===== src/rtl/ccb_pkg.sv =====
package ccb_pkg;

  localparam int WORD_W = 64;

  typedef enum logic [1:0] {
    OP_LOAD = 2'd0,
    OP_SET  = 2'd1,
    OP_CLR  = 2'd2,
    OP_KEEP = 2'd3
  } ccb_op_e;

  typedef struct packed {
    logic       hit;   // index maps to a register view
    logic       wo;    // view is a write-only alias
    ccb_op_e    op;    // what a write through this view does
    logic [7:0] slot;  // flat storage slot
  } ccb_dec_t;

  // Next value of a word for a write through a view.
  function automatic logic [WORD_W-1:0] word_update(
      input logic [WORD_W-1:0] cur,
      input logic [WORD_W-1:0] data,
      input ccb_op_e           op);
    case (op)
      OP_LOAD: word_update = data;
      OP_SET:  word_update = cur | data;
      OP_CLR:  word_update = cur & ~data;
      default: word_update = cur;
    endcase
  endfunction

endpackage


===== src/rtl/ccb_decode.sv =====
module ccb_decode
  import ccb_pkg::*;
#(
  parameter int AW       = 10,
  parameter int NUM_CTL  = 6,
  parameter int NUM_CFG  = 2,
  parameter int CFG_BASE = 8,
  parameter int SET_OFS  = 'h10,
  parameter int CLR_OFS  = 'h20,
  parameter int IDX_STAT = 'h100,
  parameter int IDX_MASK = 'h101,
  parameter int IDX_PROT = 'h3FE,
  parameter int IDX_LOCK = 'h3FF
) (
  input  logic [AW-1:0] idx,
  output ccb_dec_t      dec
);
  localparam int NUM_ALIASED = NUM_CTL + NUM_CFG;

  always_comb begin
    int iv;
    int rel;
    int ofs;
    iv  = int'(idx);
    dec = '{hit: 1'b0, wo: 1'b0, op: OP_KEEP, slot: 8'd0};
    // Three views (plain, set, clear) of the aliased words.
    for (int k = 0; k < 3; k++) begin
      ofs = (k == 0) ? 0 : ((k == 1) ? SET_OFS : CLR_OFS);
      rel = iv - ofs;
      if (rel >= 0 && rel < NUM_CTL) begin
        dec.hit  = 1'b1;
        dec.slot = 8'(rel);
        dec.wo   = (k != 0);
        dec.op   = (k == 0) ? OP_LOAD : ((k == 1) ? OP_SET : OP_CLR);
      end else if (rel >= CFG_BASE && rel < CFG_BASE + NUM_CFG) begin
        dec.hit  = 1'b1;
        dec.slot = 8'(NUM_CTL + rel - CFG_BASE);
        dec.wo   = (k != 0);
        dec.op   = (k == 0) ? OP_LOAD : ((k == 1) ? OP_SET : OP_CLR);
      end
    end
    // Directly written words.
    if (iv == IDX_STAT) begin
      dec = '{hit: 1'b1, wo: 1'b0, op: OP_LOAD, slot: 8'(NUM_ALIASED)};
    end else if (iv == IDX_MASK) begin
      dec = '{hit: 1'b1, wo: 1'b0, op: OP_LOAD, slot: 8'(NUM_ALIASED + 1)};
    end else if (iv == IDX_PROT) begin
      dec = '{hit: 1'b1, wo: 1'b0, op: OP_LOAD, slot: 8'(NUM_ALIASED + 2)};
    end else if (iv == IDX_LOCK) begin
      dec = '{hit: 1'b1, wo: 1'b0, op: OP_LOAD, slot: 8'(NUM_ALIASED + 3)};
    end
  end

endmodule


===== src/rtl/ccb_store.sv =====
module ccb_store
  import ccb_pkg::*;
#(
  parameter int NW = 12,
  parameter int SW = $clog2(NW)
) (
  input  logic                       clk,
  input  logic                       rst,
  input  logic                       we,
  input  logic [SW-1:0]              slot,
  input  ccb_op_e                    op,
  input  logic [WORD_W-1:0]          wdata,
  output logic [NW-1:0][WORD_W-1:0]  words
);
  for (genvar g = 0; g < NW; g++) begin : g_word
    always_ff @(posedge clk) begin
      if (rst) begin
        words[g] <= '0;
      end else if (we && slot == SW'(g)) begin
        words[g] <= word_update(words[g], wdata, op);
      end
    end
  end

endmodule


===== src/rtl/ccb_rsp.sv =====
module ccb_rsp
  import ccb_pkg::*;
#(
  parameter int NW = 12,
  parameter int SW = $clog2(NW)
) (
  input  logic                      clk,
  input  logic                      rst,
  input  logic                      req_valid,
  input  logic                      req_write,
  input  logic                      size_ok,
  input  logic                      hit,
  input  logic                      wo,
  input  logic [SW-1:0]             slot,
  input  logic [NW-1:0][WORD_W-1:0] words,
  output logic [WORD_W-1:0]         rdata,
  output logic                      err_unimp,
  output logic                      err_wo,
  output logic                      err_size
);
  localparam logic [WORD_W-1:0] ALL_ONES = '1;

  always_ff @(posedge clk) begin
    if (rst) begin
      rdata     <= '0;
      err_unimp <= 1'b0;
      err_wo    <= 1'b0;
      err_size  <= 1'b0;
    end else begin
      err_unimp <= 1'b0;
      err_wo    <= 1'b0;
      err_size  <= 1'b0;
      if (req_valid) begin
        if (!size_ok) begin
          err_size <= 1'b1;
          if (!req_write) rdata <= ALL_ONES;
        end else if (!hit) begin
          err_unimp <= 1'b1;
          if (!req_write) rdata <= ALL_ONES;
        end else if (!req_write) begin
          if (wo) begin
            err_wo <= 1'b1;
            rdata  <= ALL_ONES;
          end else begin
            rdata <= words[slot];
          end
        end
      end
    end
  end

endmodule


===== src/rtl/chiplet_ctl_bank.sv =====
module chiplet_ctl_bank
  import ccb_pkg::*;
#(
  parameter int AW        = 10,
  parameter int SZW       = 4,
  parameter int ACC_BYTES = 8,
  parameter int NUM_CTL   = 6,
  parameter int NUM_CFG   = 2,
  parameter int CFG_BASE  = 8,
  parameter int SET_OFS   = 'h10,
  parameter int CLR_OFS   = 'h20,
  parameter int IDX_STAT  = 'h100,
  parameter int IDX_MASK  = 'h101,
  parameter int IDX_PROT  = 'h3FE,
  parameter int IDX_LOCK  = 'h3FF
) (
  input  logic              clk,
  input  logic              rst,
  input  logic              req_valid,
  input  logic              req_write,
  input  logic [AW-1:0]     req_idx,
  input  logic [SZW-1:0]    req_size,
  input  logic [63:0]       req_wdata,
  output logic [63:0]       rsp_rdata,
  output logic              rsp_err_unimp,
  output logic              rsp_err_wo,
  output logic              rsp_err_size
);
  localparam int NW = NUM_CTL + NUM_CFG + 4;
  localparam int SW = $clog2(NW);

  ccb_dec_t                  dec;
  logic                      size_ok;
  logic                      wr_fire;
  logic [SW-1:0]             slot;
  logic [NW-1:0][WORD_W-1:0] words;

  assign size_ok = (req_size == SZW'(ACC_BYTES));
  assign wr_fire = req_valid && req_write && size_ok && dec.hit;
  assign slot    = dec.slot[SW-1:0];

  ccb_decode #(
    .AW(AW), .NUM_CTL(NUM_CTL), .NUM_CFG(NUM_CFG), .CFG_BASE(CFG_BASE),
    .SET_OFS(SET_OFS), .CLR_OFS(CLR_OFS), .IDX_STAT(IDX_STAT),
    .IDX_MASK(IDX_MASK), .IDX_PROT(IDX_PROT), .IDX_LOCK(IDX_LOCK)
  ) u_dec (
    .idx (req_idx),
    .dec (dec)
  );

  ccb_store #(.NW(NW), .SW(SW)) u_store (
    .clk   (clk),
    .rst   (rst),
    .we    (wr_fire),
    .slot  (slot),
    .op    (dec.op),
    .wdata (req_wdata),
    .words (words)
  );

  ccb_rsp #(.NW(NW), .SW(SW)) u_rsp (
    .clk       (clk),
    .rst       (rst),
    .req_valid (req_valid),
    .req_write (req_write),
    .size_ok   (size_ok),
    .hit       (dec.hit),
    .wo        (dec.wo),
    .slot      (slot),
    .words     (words),
    .rdata     (rsp_rdata),
    .err_unimp (rsp_err_unimp),
    .err_wo    (rsp_err_wo),
    .err_size  (rsp_err_size)
  );

endmodule


===== config.mk =====
export PLATFORM = sky130hd
export DESIGN_NAME = chiplet_ctl_bank
export DESIGN_NICKNAME = d
export VERILOG_FILES = /design/src/rtl/ccb_pkg.sv /design/src/rtl/ccb_decode.sv /design/src/rtl/ccb_store.sv /design/src/rtl/ccb_rsp.sv /design/src/rtl/chiplet_ctl_bank.sv
export SDC_FILE = /design/constraint.sdc
export NUM_CORES = 2
export LEC_CHECK = 0
export CAP_MARGIN = 30
export CELL_PAD_IN_SITES_DETAIL_PLACEMENT = 1
export CELL_PAD_IN_SITES_GLOBAL_PLACEMENT = 1
export CORE_MARGIN = 1
export CORE_UTILIZATION = 30
export DETAILED_ROUTE_END_ITERATION = 8
export PLACE_DENSITY_LB_ADDON = 0.1
export SLEW_MARGIN = 20
export SYNTH_ARGS = -nofsm -noshare
export SYNTH_HDL_FRONTEND = slang
export SYNTH_SLANG_ARGS = --single-unit

===== constraint.sdc =====
create_clock -name clk -period 5.2 [get_ports clk]
set_input_delay 1.04 -clock clk [delete_from_list [all_inputs] [get_ports clk]]
set_output_delay 1.04 -clock clk [all_outputs]
set_load 0.005 [all_outputs]

After elaboration in Yosys (flattened, before gate mapping)
Cells that the tools add are included.
{"block": "word_totals", "reg_bits": 835, "inputBits": 82}
{"block": "classes", "n_addsub": 8, "n_lt_le_gt_ge": 13, "eq_ne": 19, "muxes": 32, "n_bitwise": 28, "n_reduce_logical": 40}
{"operator": "$pmux 64 s3", "n": 12}
{"operator": "$and 64x64->64", "n": 12}
{"operator": "$or 64x64->64", "n": 12}
{"operator": "$mux 64", "n": 6}
{"operator": "$bmux 64 s4", "n": 1}
{"operator": "$mux 12", "n": 10}
{"operator": "$not 64->64", "n": 1}
{"operator": "$reduce_and 2->1", "n": 13}
{"operator": "$sub 8x5->8 const B", "n": 3}
{"operator": "$ge 11x1->1 const B", "n": 2}
{"operator": "$ge 11x5->1 const B", "n": 2}
{"operator": "$lt 11x4->1 const B", "n": 2}
{"operator": "$lt 11x5->1 const B", "n": 2}
{"operator": "$logic_and 1x1->1", "n": 21}
{"operator": "$eq 10x10->1 const B", "n": 2}
{"operator": "$eq 4x4->1 const B", "n": 5}
{"operator": "$add 4x8->8 const A", "n": 2}
{"operator": "$eq 4x3->1 const B", "n": 4}
{"operator": "$sub 10x5->11 const B", "n": 1}
{"operator": "$sub 10x6->11 const B", "n": 1}
{"operator": "$eq 10x1->1 const B", "n": 1}
{"operator": "$eq 10x2->1 const B", "n": 1}
{"operator": "$ge 10x1->1 const B", "n": 1}
{"operator": "$ge 10x4->1 const B", "n": 1}
{"operator": "17 further kinds", "n": 22}

Depth between registers and ports, before layout
{"block": "depth", "depth_word": 18, "mapped_depth": 19, "depth_no_buf": 13}

Cells and area by module
From an unflattened synthesis, not the netlist that was laid out.
{"block": "hier_totals", "hier_cells": 4131, "area_unflattened_um2": 38532.0}
{"mod": "ccb_store", "n_inst": 1, "cells_each": 3154, "area_each_um2": 28680.0}
{"mod": "ccb_rsp", "n_inst": 1, "cells_each": 890, "area_each_um2": 9173.8}
{"mod": "ccb_decode", "n_inst": 1, "cells_each": 85, "area_each_um2": 645.6}
{"mod": "chiplet_ctl_bank", "n_inst": 1, "cells_each": 2, "area_each_um2": 32.5}

Worst setup path after synthesis
Ideal clock, no wire load.
{"block": "synth_path", "path_kind": "input -> register", "from": "input port req_idx[1]", "to": "register u_store.words[315] (netlist bit)", "setup_ps": 70, "arrival_ps": 4672, "t_required_ps": 5130, "slack_ps": 459, "path_stages": 17, "n_path_buf": 7, "cell_sequence": "clkbuf_1 -> inv_1 -> ha_1 -> nand2_1 -> a2111oi_2 -> buf_2 -> clkbuf_1 -> clkbuf_1 -> nor2_1 -> o21a_1 -> ha_1 -> clkbuf_1 -> clkbuf_1 -> a21boi_0 -> clkbuf_1 -> o311ai_0 -> o21ai_1"}
{"block": "synth_between", "elab_chain_cells": 15, "elab_cells_between_ends": 49}
{"element": "start, declared", "line_no": "chiplet_ctl_bank.sv:21", "text": "input logic [AW-1:0] req_idx,"}
{"element": "branches (longest 11 deep; another with $sub 10x5->11)"}
{"element": "$mux 12 *", "line_no": "ccb_decode.sv:43", "text": "if (iv == IDX_STAT) begin"}
{"element": "$eq 4x3->1, or another cell as far along", "line_no": "ccb_store.sv:19", "text": "end else if (we && slot == SW'(g)) begin"}
{"element": "$logic_and 1x1->1 / $reduce_bool 3->1 (equally long branches)"}
{"element": "$reduce_and 2->1 (no line)"}
{"element": "end signal, assigned by index", "line_no": "ccb_store.sv:20", "text": "words[g] <= word_update(words[g], wdata, op);"}
{"element": "end, declared", "line_no": "ccb_store.sv:13", "text": "output logic [NW-1:0][WORD_W-1:0] words"}
Mark *: on every way between the ends.
A chain may end at the register's enable or synchronous reset.

Final worst setup path
{"block": "layout_path", "from": "input port req_idx[2]", "to": "register u_store.words[370] (netlist bit)"}
The elaborated chain is that of the path after synthesis.

==> flow_metrics.py <==
metrics = {
    "global_route": {
        "grt_max_degree": 216,
        "grt_pass1_wl_mm": 272.2,
        "grt_pass1_vias": 39530,
        "grt_remaining_overflow": 0,
        "antenna_found_initial": 4,
        "grtUsageTotal_pct": 26.37,
    },
    "route": {
        "drt_iter0_drc": 3360,
        "wl_mm": 183.1,
        "vias": 39190,
        "wire_per_inst_um": 29.10,
        "ant_nets": 0,
        "via_per_inst": 6.230,
        "drc": 0,
        "first_pass_iters": 5,
    },
    "run": {
        "cap_violations": 0,
    },
    "synth": {
        "yosysSeqAreaShare_pct": 41.69,
        "synthesis.area_um2": 40090,
        "synth_top_family_by_area": "compound AO/OA/AOI/OAI gates",
        "yosys.area.top_type": "dfxtp_1",
        "synth-xor-area-share_pct": 0.02185,
        "synth_edf_count": 0,
        "synth-seq-cells": 835,
        "synthTopCellsByArea": "dfxtp_1 (42%), o211ai_1 (12%), o21ai_1 (6.4%)",
        "synth_cell_types": 64,
        "syn_area_per_cell_um2": 8.655,
        "synthFlopType": "dfxtp_1",
        "synth-compound-area-share_pct": 38.46,
        "ys.warnings.count": 0,
        "synth_cells": 4632,
        "ys_async_sr_fraction_pct": 0,
        "syn_nets": 4722,
        "synth_fa_ha_area_share_pct": 0.2746,
        "synth_top_area_share_pct": 41.69,
        "synthMuxAreaShare_pct": 3.221,
        "yosys.area_share.simple_pct": 9.344,
    },
    "setup_path": {
        "r2r_end": "u_rsp.rdata[50]",
        "slowest_delay_ns": 0.62,
        "path_depth": 14,
        "cp_slowest_cell": "clkdlybuf4s50_1",
        "reg2reg_setup_slack_ns": 3.58,
        "endpoint_kind": "register",
        "r2r_start": "u_store.words[50]",
        "path_max_fanout": 29,
        "crit_family": "simple AND/OR/NAND/NOR gates",
        "ff2ff_path_depth": 5,
        "crit_path_cell_trace": "clkdlybuf4s50_1 > ha_1 > or2_2 > nor4_1 > buf_4 > ha_4 > nor3b_1 > a2bb2o_1 > a32oi_1 > and2_4 > nand2_4 > buf_12 > o311ai_0 > o21ai_1",
        "worstSetupPathType": "input pin to register",
        "critPathArrivalTime_ns": 5.16,
        "cp.required_ns": 5.80,
        "startpoint_type": "input pin",
        "crit_buf_inv": 3,
    },
    "cts": {
        "hold_buffers": 0,
        "htreeDepth": 3,
        "numClockSinks": 835,
        "cts_buffer_depth": 3,
        "tritoncts": "done",
        "clk_pin_slew_ns": 0.06,
        "postCtsSetupRepairBufs": 0,
        "clk-insertion-delay-late_ns": 0.75,
        "cts-root-buf": "clkbuf_16",
        "cts_resized": 0,
        "numCtsBuffers": 104,
    },
    "pwr": {
        "irDropWorstVdd_uv": 251.3,
        "p_sw_share_pct": 24.64,
        "power.share.clock_pct": 50.8,
        "power.internal_mw": 11.09,
        "power.switching_mw": 3.626,
        "powerDensity_nw_per_um2": 309.1,
        "leakagePower_nw": 13.78,
        "comb_power_share_pct": 5.2,
        "p_seq_share_pct": 44.0,
    },
    "timing": {
        "rsz0062_at_grt": "no",
        "worstMarginPinSlew_ns": 1.123,
        "maxSlewHeadroom_pct": 25.11,
        "slew_viol_final": 0,
        "fmax_ghz": 0.2193,
        "finalClockSkew_ns": 0.02584,
        "setup_viol": 0,
        "hold_viol": 0,
        "fin_crit_ns": 4.561,
        "hold_slack_ns": 0.4732,
        "fin_crit_sh_pct": 87.70,
    },
    "worst_hold_path": {
        "worstHoldPathCells": 2,
        "min_from": "u_store.words[112]",
        "hp-class": "register to register",
        "hold_end": "u_store.words[112]",
    },
    "die": {
        "initial_utilization_pct": 30.38,
        "fp.dieH_um": 367.6,
        "io_pins": 149,
        "dieWidth_um": 367.6,
        "core-area_um2": 132000,
        "die_area_um2": 135100,
        "num_rows": 133,
    },
    "place": {
        "gp_congestion": 0.7725,
        "placed_cell_area_um2": 44110,
        "io_buffers": 148,
        "dp_hpwl_mm": 99.63,
    },
    "finish": {
        "final_nets": 4541,
        "final_cell_mix": "dfxtp_1 (835), o211ai_1 (638), o21ai_1 (516)",
        "syn_to_final_growth_pct": 18.75,
        "final_common_cell": "dfxtp_1",
        "drive_gt1_share_pct": 9.927,
        "design_area_um2": 47610,
    },
    "run_status": {
        "status": "complete, no violations",
    },
}
metal layers:
metal  GRT usage, %  vias to the layer above  wire length (um)  part of all wire, %
met5              0                        -                36                0.020
met2          42.22                     1026             83360                   46
met1          36.55                    20160             86740                   47
li1               -                    17750                 -                    -
met4          7.452                        6              4356                  2.4
met3          3.856                      257              8602                  4.7
area by class of cell:
class / instances / area (um^2)
Timing Repair Buffer: 390 / 4275
Sequential cell: 835 / 16720
Antenna cell: 3 / 7.507
Tap cell: 1755 / 2196
Clock buffer: 163 / 3208
Fill cell: 14900 / 84350
Clock inverter: 25 / 282.8
Multi-Input combinational cell: 3109 / 20870
Inverter: 11 / 55.05
worst min-delay path, stage by stage, from the launching register on:
cell	delay [ns]
dfxtp_1	0.31
o311ai_1	0.06
o21ai_1	0.05
worst max path at each step:
stage	endpoint	slack, ns	start
after global placement	u_rsp.rdata[7]	0.02	req_idx[2]
final	u_store.words[370]	0.64	req_idx[2]
after global routing	u_store.words[333]	0.43	req_idx[2]
after detailed placement	u_store.words[349]	-0.06	req_idx[2]
after floorplan	u_store.words[315]	0.46	req_idx[1]
after CTS	u_store.words[365]	0.72	req_idx[2]
power groups by stage:
stage	sequential [mW]	combinational, mW	clock, mW
3_3_place_gp	6.62	0.767	0
2_1_floorplan	6.60	0.343	0
4_1_cts	6.48	0.767	7.65
5_1_grt	6.48	0.810	7.89
6_report	6.48	0.766	7.47
3_5_place_dp	6.62	0.764	0
logic make-up (layout without fill, tap and decap cells):
| family | Yosys count | count (layout) |
|---|---|---|
| DFF | 835 | 835 |
| other | 0 | 3 |
| muxes | 129 | 129 |
| AOI/OAI and AO/OA | 2262 | 2262 |
| adders and majority gates | 9 | 9 |
| and+or+nand+nor | 708 | 708 |
| buffers and inverters | 688 | 589 |
| xor gates and xnor gates | 1 | 1 |
cells in the mapped netlist (all sizes together), types with 5 or more instances:
cell type,number
a21boi,64
a21oi,133
a221o,61
a221oi,5
a22oi,183
a311oi,63
a32oi,62
buf,143
clkbuf,534
dfxtp,835
ha,8
inv,11
mux2i,129
nand2,335
nand2b,66
nand3,128
nand4,7
nor2,17
nor4,7
nor4b,123
o211ai,638
o21ai,774
o311ai,256
metrics by stage:
step / util (%) / std cells / power (mW) / setup TNS (ns) / worst slack (ns)
final: 36.08 / 6291 / 14.72 / 0 / 0.6394
after global placement: 33.43 / 6100 / 7.385 / 0 / 0.01512
after global routing: 36.07 / 6288 / 15.18 / 0 / 0.4335
after floorplan: - / 4632 / 6.945 / 0 / 0.4587
after CTS: 36.07 / 6288 / 14.89 / 0 / 0.7229
after detailed placement: 33.43 / 6100 / 7.382 / -0.8147 / -0.05826
registers in the layout, indices dropped and copies added, names as in the netlist:
signal,count
u_rsp.err_size,1
u_rsp.err_unimp,1
u_rsp.rdata,64
u_store.words,768
u_rsp.err_wo,1
Power figures use the tool's default switching activity.
